[src/rtl/intc_pkg.sv]
package intc_pkg;
  localparam int MASK_W  = 3;
  localparam int APPLY_B = 3;
  localparam int CLRHI_B = 4;
  localparam int RST_SH  = 3;
  localparam logic [15:0] VEC_NMI = 16'h0024;
  localparam logic [15:0] VEC_HI  = 16'h003C;
  localparam logic [15:0] VEC_MID = 16'h0034;
  localparam logic [15:0] VEC_LO  = 16'h002C;
endpackage

[src/rtl/intc_edge_cap.sv]
module intc_edge_cap (
  input  logic clk,
  input  logic rst,
  input  logic din,
  input  logic clr,
  output logic pend
);
  logic prev_q;
  logic pend_q;

  always_ff @(posedge clk) begin
    if (rst) begin
      prev_q <= 1'b0;
      pend_q <= 1'b0;
    end else begin
      prev_q <= din;
      pend_q <= (pend_q & ~clr) | (din & ~prev_q);
    end
  end

  assign pend = pend_q;
endmodule

[src/rtl/intc_ctrl_regs.sv]
module intc_ctrl_regs #(
  parameter int MASK_W = 3
) (
  input  logic              clk,
  input  logic              rst,
  input  logic              cmd_en,
  input  logic              cmd_dis,
  input  logic              take,
  input  logic              mask_wr,
  input  logic [MASK_W:0]   mask_wdata,
  output logic              ie,
  output logic [MASK_W-1:0] mask
);
  logic              ie_q;
  logic [MASK_W-1:0] mask_q;

  always_ff @(posedge clk) begin
    if (rst) begin
      ie_q   <= 1'b0;
      mask_q <= '1;
    end else begin
      if (take || cmd_dis) ie_q <= 1'b0;
      else if (cmd_en)     ie_q <= 1'b1;
      if (mask_wr && mask_wdata[MASK_W]) mask_q <= mask_wdata[MASK_W-1:0];
    end
  end

  assign ie   = ie_q;
  assign mask = mask_q;
endmodule

[src/rtl/intc_arbiter.sv]
module intc_arbiter
  import intc_pkg::*;
#(
  parameter int VEC_W = 16,
  parameter int OPC_W = 8
) (
  input  logic              insn_edge,
  input  logic              ie,
  input  logic [2:0]        mask,
  input  logic              nmi_ok,
  input  logic              hi_pend,
  input  logic [1:0]        lvl,
  input  logic              gen_req,
  input  logic [OPC_W-1:0]  gen_opc,
  output logic              take,
  output logic              sel_nmi,
  output logic              sel_hi,
  output logic [VEC_W-1:0]  vec
);
  logic [VEC_W-1:0] gen_vec;
  logic             opc_unused;

  assign gen_vec    = {{(VEC_W-6){1'b0}}, gen_opc[5:3], 3'b000};
  assign opc_unused = ^{gen_opc[OPC_W-1:6], gen_opc[2:0]};

  always_comb begin
    take    = insn_edge;
    sel_nmi = 1'b0;
    sel_hi  = 1'b0;
    vec     = '0;
    if (insn_edge && nmi_ok) begin
      sel_nmi = 1'b1;
      vec     = VEC_W'(VEC_NMI);
    end else if (insn_edge && ie && !mask[2] && hi_pend) begin
      sel_hi = 1'b1;
      vec    = VEC_W'(VEC_HI);
    end else if (insn_edge && ie && !mask[1] && lvl[1]) begin
      vec = VEC_W'(VEC_MID);
    end else if (insn_edge && ie && !mask[0] && lvl[0]) begin
      vec = VEC_W'(VEC_LO);
    end else if (insn_edge && ie && gen_req) begin
      vec = gen_vec;
    end else begin
      take = 1'b0;
    end
  end
endmodule

[src/rtl/prio_vec_intc.sv]
module prio_vec_intc
  import intc_pkg::*;
#(
  parameter int VEC_W = 16,
  parameter int OPC_W = 8
) (
  input  logic             clk,
  input  logic             rst,
  input  logic             insn_edge,
  input  logic             nmi_req,
  input  logic [2:0]       src_req,
  input  logic             gen_req,
  input  logic [OPC_W-1:0] gen_opc,
  input  logic             cmd_en,
  input  logic             cmd_dis,
  input  logic             mask_wr,
  input  logic [4:0]       mask_wdata,
  input  logic [2:0]       sw_num,
  output logic             ack,
  output logic [VEC_W-1:0] vec_addr,
  output logic [6:0]       mask_status,
  output logic [VEC_W-1:0] sw_vec
);
  logic             nmi_pend, hi_pend;
  logic             take, sel_nmi, sel_hi;
  logic [VEC_W-1:0] vec_nxt;
  logic             ie;
  logic [2:0]       mask;
  logic [1:0]       lvl_q;
  logic             ack_q;
  logic [VEC_W-1:0] vec_q, sw_vec_q;

  intc_edge_cap u_nmi_cap (
    .clk(clk), .rst(rst), .din(nmi_req),
    .clr(take && sel_nmi), .pend(nmi_pend)
  );

  intc_edge_cap u_hi_cap (
    .clk(clk), .rst(rst), .din(src_req[2]),
    .clr((take && sel_hi) || (mask_wr && mask_wdata[CLRHI_B])),
    .pend(hi_pend)
  );

  intc_ctrl_regs #(.MASK_W(MASK_W)) u_ctrl (
    .clk(clk), .rst(rst), .cmd_en(cmd_en), .cmd_dis(cmd_dis),
    .take(take), .mask_wr(mask_wr), .mask_wdata(mask_wdata[APPLY_B:0]),
    .ie(ie), .mask(mask)
  );

  intc_arbiter #(.VEC_W(VEC_W), .OPC_W(OPC_W)) u_arb (
    .insn_edge(insn_edge), .ie(ie), .mask(mask),
    .nmi_ok(nmi_pend && nmi_req), .hi_pend(hi_pend), .lvl(src_req[1:0]),
    .gen_req(gen_req), .gen_opc(gen_opc),
    .take(take), .sel_nmi(sel_nmi), .sel_hi(sel_hi), .vec(vec_nxt)
  );

  always_ff @(posedge clk) begin
    if (rst) begin
      ack_q    <= 1'b0;
      vec_q    <= '0;
      lvl_q    <= '0;
      sw_vec_q <= '0;
    end else begin
      ack_q    <= take;
      if (take) vec_q <= vec_nxt;
      lvl_q    <= src_req[1:0];
      sw_vec_q <= VEC_W'({sw_num, {RST_SH{1'b0}}});
    end
  end

  assign ack         = ack_q;
  assign vec_addr    = vec_q;
  assign sw_vec      = sw_vec_q;
  assign mask_status = {hi_pend, lvl_q, ie, mask};
endmodule

[config.mk]
export PLATFORM = sky130hd
export DESIGN_NAME = prio_vec_intc
export DESIGN_NICKNAME = d
export VERILOG_FILES = /design/src/rtl/intc_pkg.sv /design/src/rtl/intc_edge_cap.sv /design/src/rtl/intc_ctrl_regs.sv /design/src/rtl/intc_arbiter.sv /design/src/rtl/prio_vec_intc.sv
export SDC_FILE = /design/constraint.sdc
export NUM_CORES = 1
export LEC_CHECK = 0
export CAP_MARGIN = 40
export CELL_PAD_IN_SITES_DETAIL_PLACEMENT = 1
export CELL_PAD_IN_SITES_GLOBAL_PLACEMENT = 2
export CORE_UTILIZATION = 19
export DETAILED_ROUTE_END_ITERATION = 8
export HOLD_SLACK_MARGIN = 0.1
export MAX_ROUTING_LAYER = met4
export PLACE_DENSITY_LB_ADDON = 0.1
export SLEW_MARGIN = 30
export SYNTH_ARGS = -nofsm -noshare
export SYNTH_HDL_FRONTEND = slang
export SYNTH_SLANG_ARGS = --single-unit
[constraint.sdc]
create_clock -name clk -period 1.7 [get_ports clk]
set_input_delay 0.34 -clock clk [delete_from_list [all_inputs] [get_ports clk]]
set_output_delay 0.34 -clock clk [all_outputs]
set_load 0.01 [all_outputs]
Word level (Yosys, flattened, before mapping) --
Index checks and enable logic that the tools add are counted.
Operators by class: add/subtract/negate cells 0, multipliers 0, div/mod/pow operators 0, order comparisons 0, equal/unequal tests 0, shift operators 0, multiplexer cells 13, bitwise gates (word level) 10, reduce and logical (&&, ||, !) cells 20
Operators by type and width (count):
- 2-to-1 mux 16 bit | 4
- logical AND 1 bit | 14
- 2-to-1 mux 1 bit | 8
- 2-to-1 mux 6 bit | 1
- AND 1 bit | 4
- NOT 1 bit | 4
- zero test 1 bit | 3
- logical OR 1 bit | 2
- OR 1 bit | 2
- OR reduction 2 bit | 1
Word-level totals: flip-flop bits (word level) 43, latch bits 0, memory bits (writable) 0, bits in read-only memories 0, input port bits 27, output and inout bits 40, word-level logic and storage cells 54, memories kept 0

Logic depth before layout (Yosys ltp) --
Gate-level depths: netlist (run 1).
depth after elaboration 12, gate-level depth with buffers 4, mapped depth without buffers 4

By module --
A second synthesis (run 1) with hierarchy kept.
Second synthesis, totals: cells, all modules 140, area, all modules 1396.3 um^2
By module, submodules not included:
- prio_vec_intc | instances 1, cells each 83, area each 875.8 um^2, sequential area each 440.4 um^2
- intc_arbiter | instances 1, cells each 32, area each 231.5 um^2, sequential area each 0.0 um^2
- intc_edge_cap | instances 2, cells each 6, area each 75.1 um^2, sequential area each 40.0 um^2
- intc_ctrl_regs | instances 1, cells each 13, area each 138.9 um^2, sequential area each 80.1 um^2

Worst setup path before layout (run 1) --
No wires, ideal clock.
path kind reg-to-reg, from register u_ctrl.mask_q[1] (netlist: u_ctrl.mask[1]), to register u_ctrl.ie_q (netlist: u_ctrl.ie), library setup time 0.087 ns, arrival time 1.084 ns, setup slack 0.529 ns, stages on the path, launching flop included 5, period minus slack after synthesis 1.171 ns, path through dfxtp_1 > nor2b_4 > nor4_4 > a2bb2oi_2 > nor4b_4
On the way: cells in the longest elaborated chain, start to end 8
RTL lines:
- start, declared | line intc_ctrl_regs.sv:15 | logic [MASK_W-1:0] mask_q;
- start signal, assigned | line intc_ctrl_regs.sv:24 | if (mask_wr && mask_wdata[MASK_W]) mask_q <= mask_wdata[MASK_W-1:0];
- zero test 1 bit | line intc_arbiter.sv:37 | end else if (insn_edge && ie && !mask[1] && lvl[1]) begin
- logical AND 1 bit (2 in series) | line intc_arbiter.sv:37
- 2-to-1 mux 1 bit | line intc_arbiter.sv:37
- 2-to-1 mux 1 bit | line intc_arbiter.sv:34 | end else if (insn_edge && ie && !mask[2] && hi_pend) begin
- 2-to-1 mux 1 bit | line intc_arbiter.sv:31 | if (insn_edge && nmi_ok) begin
- logical OR 1 bit | line intc_ctrl_regs.sv:22 | if (take || cmd_dis) ie_q <= 1'b0;
- OR reduction 2 bit (no source line)
- end signal, assigned | line intc_ctrl_regs.sv:19 | ie_q <= 1'b0;
- end signal, assigned | line intc_ctrl_regs.sv:22
- end signal, assigned | line intc_ctrl_regs.sv:23 | else if (cmd_en) ie_q <= 1'b1;
- end, declared | line intc_ctrl_regs.sv:14 | logic ie_q;
Every way passes these cells. A chain may end at the register's enable or synchronous reset.

Final worst setup path (run 1) --
from register u_ctrl.mask_q[1] (netlist: u_ctrl.mask[1]), to output mask_status[1]
RTL lines:
- end, declared | line prio_vec_intc.sv:21 | output logic [6:0] mask_status,
No word-level cell between the ends.

==> results.cfg, run 1 <==
[cts]
post_cts_buffers = 0
cts_tree = done
clk_latency_ns = 0.26
cts-resized-gates = 0
cts_made_buffers = 3
cts_hold_buf = 0
htreeDepth = 1
clock-sinks = 18
cts_root_buffer = clkbuf_8
clk_path_buf_depth = 2
clk_pin_slew_worst_paths_ns = 0.07

[synth]
ys_seq_area_share_pct = 38.30
synth_compound_area_share_pct = 13.96
synth-seq-cells = 18
syn_area_per_cell_um2 = 9.225
synth_xor_area_share_pct = 0
yosys.area_share.simple_pct = 23.01
ys_warn_count = 0
ys_types = 29
syn-instance-count = 102
synth_area_um2 = 940.9
synth_top_family_by_area = buffers and inverters
synth_fa_ha_area_share_pct = 0
synth_mux_area_share_pct = 1.064

[final_layout]
final_common_cell = clkdlybuf4s50_1
mostFrequentLayoutCells = 36 x clkdlybuf4s50_1, 25 x conb_1, 18 x dfxtp_1
synthToLayoutAreaGrowth_pct = 44.15
drive_gt1_share_pct = 11.97
n_antenna_cell = 0
nets = 170

[routing]
wire_per_inst_um = 10.73
post-route-drc-count = 0
vias = 736
viasPerCell = 3.522
drtIter0Drc = 20
postRouteWirelength_um = 2243
first_pass_iters = 4
ant_nets = 0

[flow_run]
drv_cap = 0

[hold_path]
min_from = vec_addr[4]
hold_depth = 2
hold_class = reg -> reg
hold_path_end = vec_addr[4]

[critical_path]
critical_path_required_ns = 1.36
cp.depth = 1
cp_slowest_stage_delay_ns = 0.57
critical-path-slowest-cell = clkdlybuf4s50_1
cp.arrival_ns = 1.22
startpoint = u_ctrl.mask[1]
rrSetupSlack_ns = 0.45
critPathTopFamily = buffers and inverters
critical_path_class = reg -> out
crit_chain = clkdlybuf4s50_1
r2r_cells = 4
r2r_start = u_ctrl.mask[1]
r2r-end = vec_addr[3]
critPathLaunchType = register
crit_path_end_kind = output pin
path_buf_inv = 1
crit_fanout = 3

[power_and_ir_drop]
switching_share_pct = 25.09
p_int_uw = 764.3
pwr-share-comb_pct = 20.2
p_per_area_nw_per_um2 = 752.3
sequentialPowerShare_pct = 44.7
power.leakage_nw = 0.5553
vdd_drop_max_v = 0.0002258
clkPwrFrac_pct = 35.1
p_sw_uw = 256.0

[placed_design]
place_ws_ns = -0.0003746
hpwl_um = 1787
gp_congestion = 0.7308
port-buffer-count = 36

[sta]
hold_ws_ns = 0.4609
final_hold_viol_count = 0
finalSetupViolCount = 0
rsz0062_at_grt = false
skew_ns = 0.004166
report.final.slew_viol_count = 0
period_share_pct = 92.04
period_needed_ns = 1.565
setup_ws_ns = 0.1353
tns_ns = 0
fmax_mhz = 639.1

[floorplan]
fp.dieH_um = 72.37
core-area_um2 = 4755
initial_core_util_pct = 19.79
io_pins = 67
fp.dieArea_um2 = 5237
rows = 25
die_w_um = 72.37

[grt]
antenna_found_initial = 0
track_usage_pct = 8.957
grt_max_degree = 11
grt_pass1_vias = 695
grt_pass1_wl_um = 3374
grt_overflow = 0

[run_status]
status = finished, final reports clean
-- state kept, by name (all words and copies together) (netlist names) --
name and cells:
u_ctrl.mask 3, ack 1, sw_vec 3, u_ctrl.ie 1, lvl_q 2, u_nmi_cap.pend 1
u_hi_cap.prev_q 1, u_nmi_cap.prev_q 1, u_hi_cap.pend 1, vec_addr 4
-- power by group through the flow --
stage	Combinational, mW	Clock (mW)	Sequential (mW)
after global routing	0.224	0.402	0.460
after detailed placement	0.206	0	0.467
after floorplan	0.133	0	0.473
final	0.206	0.358	0.456
after global placement	0.206	0	0.466
after CTS	0.208	0.374	0.457
-- synth_stat cells --
| cell type | count | share of area, % |
|---|---|---|
| nor3_1 | 1 | 0.53 |
| clkbuf_1 | 1 | 0.40 |
| conb_1 | 1 | 0.40 |
| nor2b_2 | 1 | 0.93 |
| nor4b_4 | 1 | 2.5 |
| nor2_1 | 5 | 2.0 |
| a211o_1 | 2 | 1.9 |
| nor2b_1 | 9 | 6.0 |
| nand3_1 | 1 | 0.53 |
| o41ai_1 | 1 | 0.93 |
| a2bb2oi_2 | 1 | 1.6 |
| o311ai_0 | 1 | 0.93 |
| and3_1 | 3 | 2.0 |
| a21oi_1 | 6 | 3.2 |
| dfxtp_1 | 18 | 38 |
| inv_1 | 2 | 0.80 |
| a311o_2 | 1 | 1.2 |
| o21ai_1 | 3 | 1.6 |
| o31a_2 | 1 | 1.1 |
| buf_2 | 1 | 0.53 |
| a211o_2 | 1 | 1.1 |
| nand2b_1 | 2 | 1.3 |
| buf_4 | 27 | 22 |
| mux2i_1 | 1 | 1.1 |
| nand2_1 | 7 | 2.8 |
| nor2b_4 | 1 | 1.5 |
| nor4_4 | 1 | 2.3 |
| o21ai_0 | 1 | 0.53 |
| and2_1 | 1 | 0.67 |
-- worst reg2reg max path, cell delays in order, from the launching register on --
cell and delay (ns):
dfxtp_1 0.41, nor2b_4 0.09, o41ai_1 0.42, a21oi_1 0.15
o21ai_1 0.14
-- worst max path at each step --
stage,to,slack (ns)
after floorplan,u_ctrl.ie,0.53
after global placement,vec_addr[3],0.02
after global routing,mask_status[0],0.09
after CTS,mask_status[1],0.12
final,mask_status[1],0.14
after detailed placement,vec_addr[3],-0.0004
-- layout make-up --
type                    instances  area, um^2
inverters                       2       7.507
flip-flops and latches         18       360.3
well taps                      67       83.83
fillers                       586        3398
repair buffers                 41       397.9
multi-input cells              77       451.7
clock buffers                   4       55.05
-- metal layers --
metal / GRT usage (%) / wire (um)
met4: 5.229 / 27
met3: 1.944 / 150
met1: 10.55 / 1035
met2: 14.02 / 1029
met5: - / 0
-- metrics by stage --
stage | cells | instance area [um^2] | power (mW) | utilization (%)
after floorplan | 126 | 1031 | 0.6059 | -
after detailed placement | 205 | 1301 | 0.6732 | 27.37
after CTS | 209 | 1356 | 1.039 | 28.53
after global routing | 209 | 1356 | 1.087 | 28.53
final | 209 | 1356 | 1.020 | 28.53
after global placement | 205 | 1301 | 0.6727 | 27.37
-- cells by family (layout without fill, tap and decap cells) --
kind of cell	count (synthesis)	count (layout)
AND/OR/NAND/NOR	33	33
multiplexers	1	1
AO/OA/AOI/OAI	18	18
other	1	25
flip-flops	18	18
buffers and inverters	31	47
No activity file was read; power rests on OpenSTA's default activity.
==> run 2, diff against run 1 <==
CORE_UTILIZATION = 20   (was 19)
CTS_BUF_LIST = sky130_fd_sc_hd__clkbuf_4 sky130_fd_sc_hd__clkbuf_8   (was default)
==> results.cfg, run 2 (same netlist as run 1, synthesis figures left out) <==
[critical_path]
path_buf_inv = 1
critical-path-slowest-cell = clkdlybuf4s50_1
critical_path_required_ns = 1.36
rrSetupSlack_ns = 0.49
cp_slowest_stage_delay_ns = 0.58
critPathLaunchType = register
crit_fanout = 6
cp.arrival_ns = 1.26
crit_chain = clkdlybuf4s50_1
critical_path_class = reg -> out
critPathTopFamily = buffers and inverters
crit_path_end_kind = output pin

[final_layout]
largest_reg_flops = 4
n_antenna_cell = 0
drive_gt1_share_pct = 10.71
final_common_cell = clkdlybuf4s50_1
mostFrequentLayoutCells = 36 x clkdlybuf4s50_1, 25 x conb_1, 18 x dfxtp_1
synthToLayoutAreaGrowth_pct = 39.89
nets = 169
utilization_pct = 29.62

[placed_design]
hpwl_um = 1771
port-buffer-count = 36
place_ws_ns = 0.01857
gp_congestion = 0.6710

[floorplan]
fp.dieArea_um2 = 4983
core-area_um2 = 4444
initial_core_util_pct = 21.17
io_pins = 67
rows = 24
die_w_um = 70.59
fp.dieH_um = 70.59

[power_and_ir_drop]
p_per_area_nw_per_um2 = 725.8
p_total_uw = 955.3
vdd_drop_max_v = 0.0003092
power.leakage_nw = 0.5428

[routing]
ant_nets = 0
post-route-drc-count = 16
viasPerCell = 3.818
drtIter0Drc = 33
wire_per_inst_um = 11.34
first_pass_iters = 6
postRouteWirelength_um = 2178
vias = 733

[sta]
period_share_pct = 94.25
period_needed_ns = 1.602
tns_ns = 0
report.final.slew_viol_count = 0
setup_ws_ns = 0.09772
fmax_mhz = 624.1
final_hold_viol_count = 0
finalSetupViolCount = 0
skew_ns = 0.001027
rsz0062_at_grt = false

[flow_run]
drv_cap = 0

[cts]
clk_path_buf_depth = 2
cts_root_buffer = clkbuf_8
htreeDepth = 1
cts-resized-gates = 0
clk_latency_ns = 0.25
cts_tree = done
post_cts_buffers = 0
clock-sinks = 18
clk_pin_slew_worst_paths_ns = 0.06
cts_hold_buf = 0
cts_made_buffers = 3

[grt]
grt_max_degree = 12
grt_overflow = 0
antenna_found_initial = 0
grt_pass1_wl_um = 3539
track_usage_pct = 9.450
grt_pass1_vias = 726

[hold_path]
hold_class = reg -> reg

[run_status]
status = finished with violations
violations = DRC
[run 2: changes by cell type in the layout (fill, tap and decap cells not counted), sizes merged]
cell | previous run | this run
clkbuf | 4 | 3
buf | 5 | 4
[run 2: layer usage]
metal	track usage [%]	part of all wire (%)	up-vias
li1	-	-	366
met1	10.28	42	327
met2	16.18	47	38
met3	3.561	9.2	2
met4	2.667	0.73	0
met5	-	0	-
[run 2: cell type report]
| type | count | area [um^2] |
|---|---|---|
| timing repair buffer | 40 | 390.4 |
| clock buffer | 3 | 41.29 |
| fill | 526 | 3128 |
| tap | 52 | 65.06 |
| sequential | 18 | 360.3 |
| inverter | 2 | 7.507 |
| multi-input combinational | 77 | 451.7 |
[run 2: path summary, 6_finish.rpt]
kind                 startpoint             end  depth (start not counted)
hold / removal      vec_addr[2]     vec_addr[2]                          2
setup reg to reg  u_hi_cap.pend     vec_addr[2]                          4
hold reg to reg     vec_addr[2]     vec_addr[2]                          2
setup / recovery      u_ctrl.ie  mask_status[3]                          1
[run 2: report_power, final]
part | internal (mW) | switching, mW | total [mW]
sequential | 0.445 | 0.0131 | 0.458
combinational | 0.113 | 0.0906 | 0.203
clock | 0.157 | 0.137 | 0.294
[run 2: metrics by stage]
step | cells | hold WS, ns | area, um^2
3_5_place_dp | 189 | 0.4562 | 1275
5_1_grt | 192 | 0.5028 | 1316
2_1_floorplan | 126 | 0.4111 | 1031
6_report | 192 | 0.4688 | 1316
3_3_place_gp | 189 | 0.4539 | 1275
4_1_cts | 192 | 0.4744 | 1316
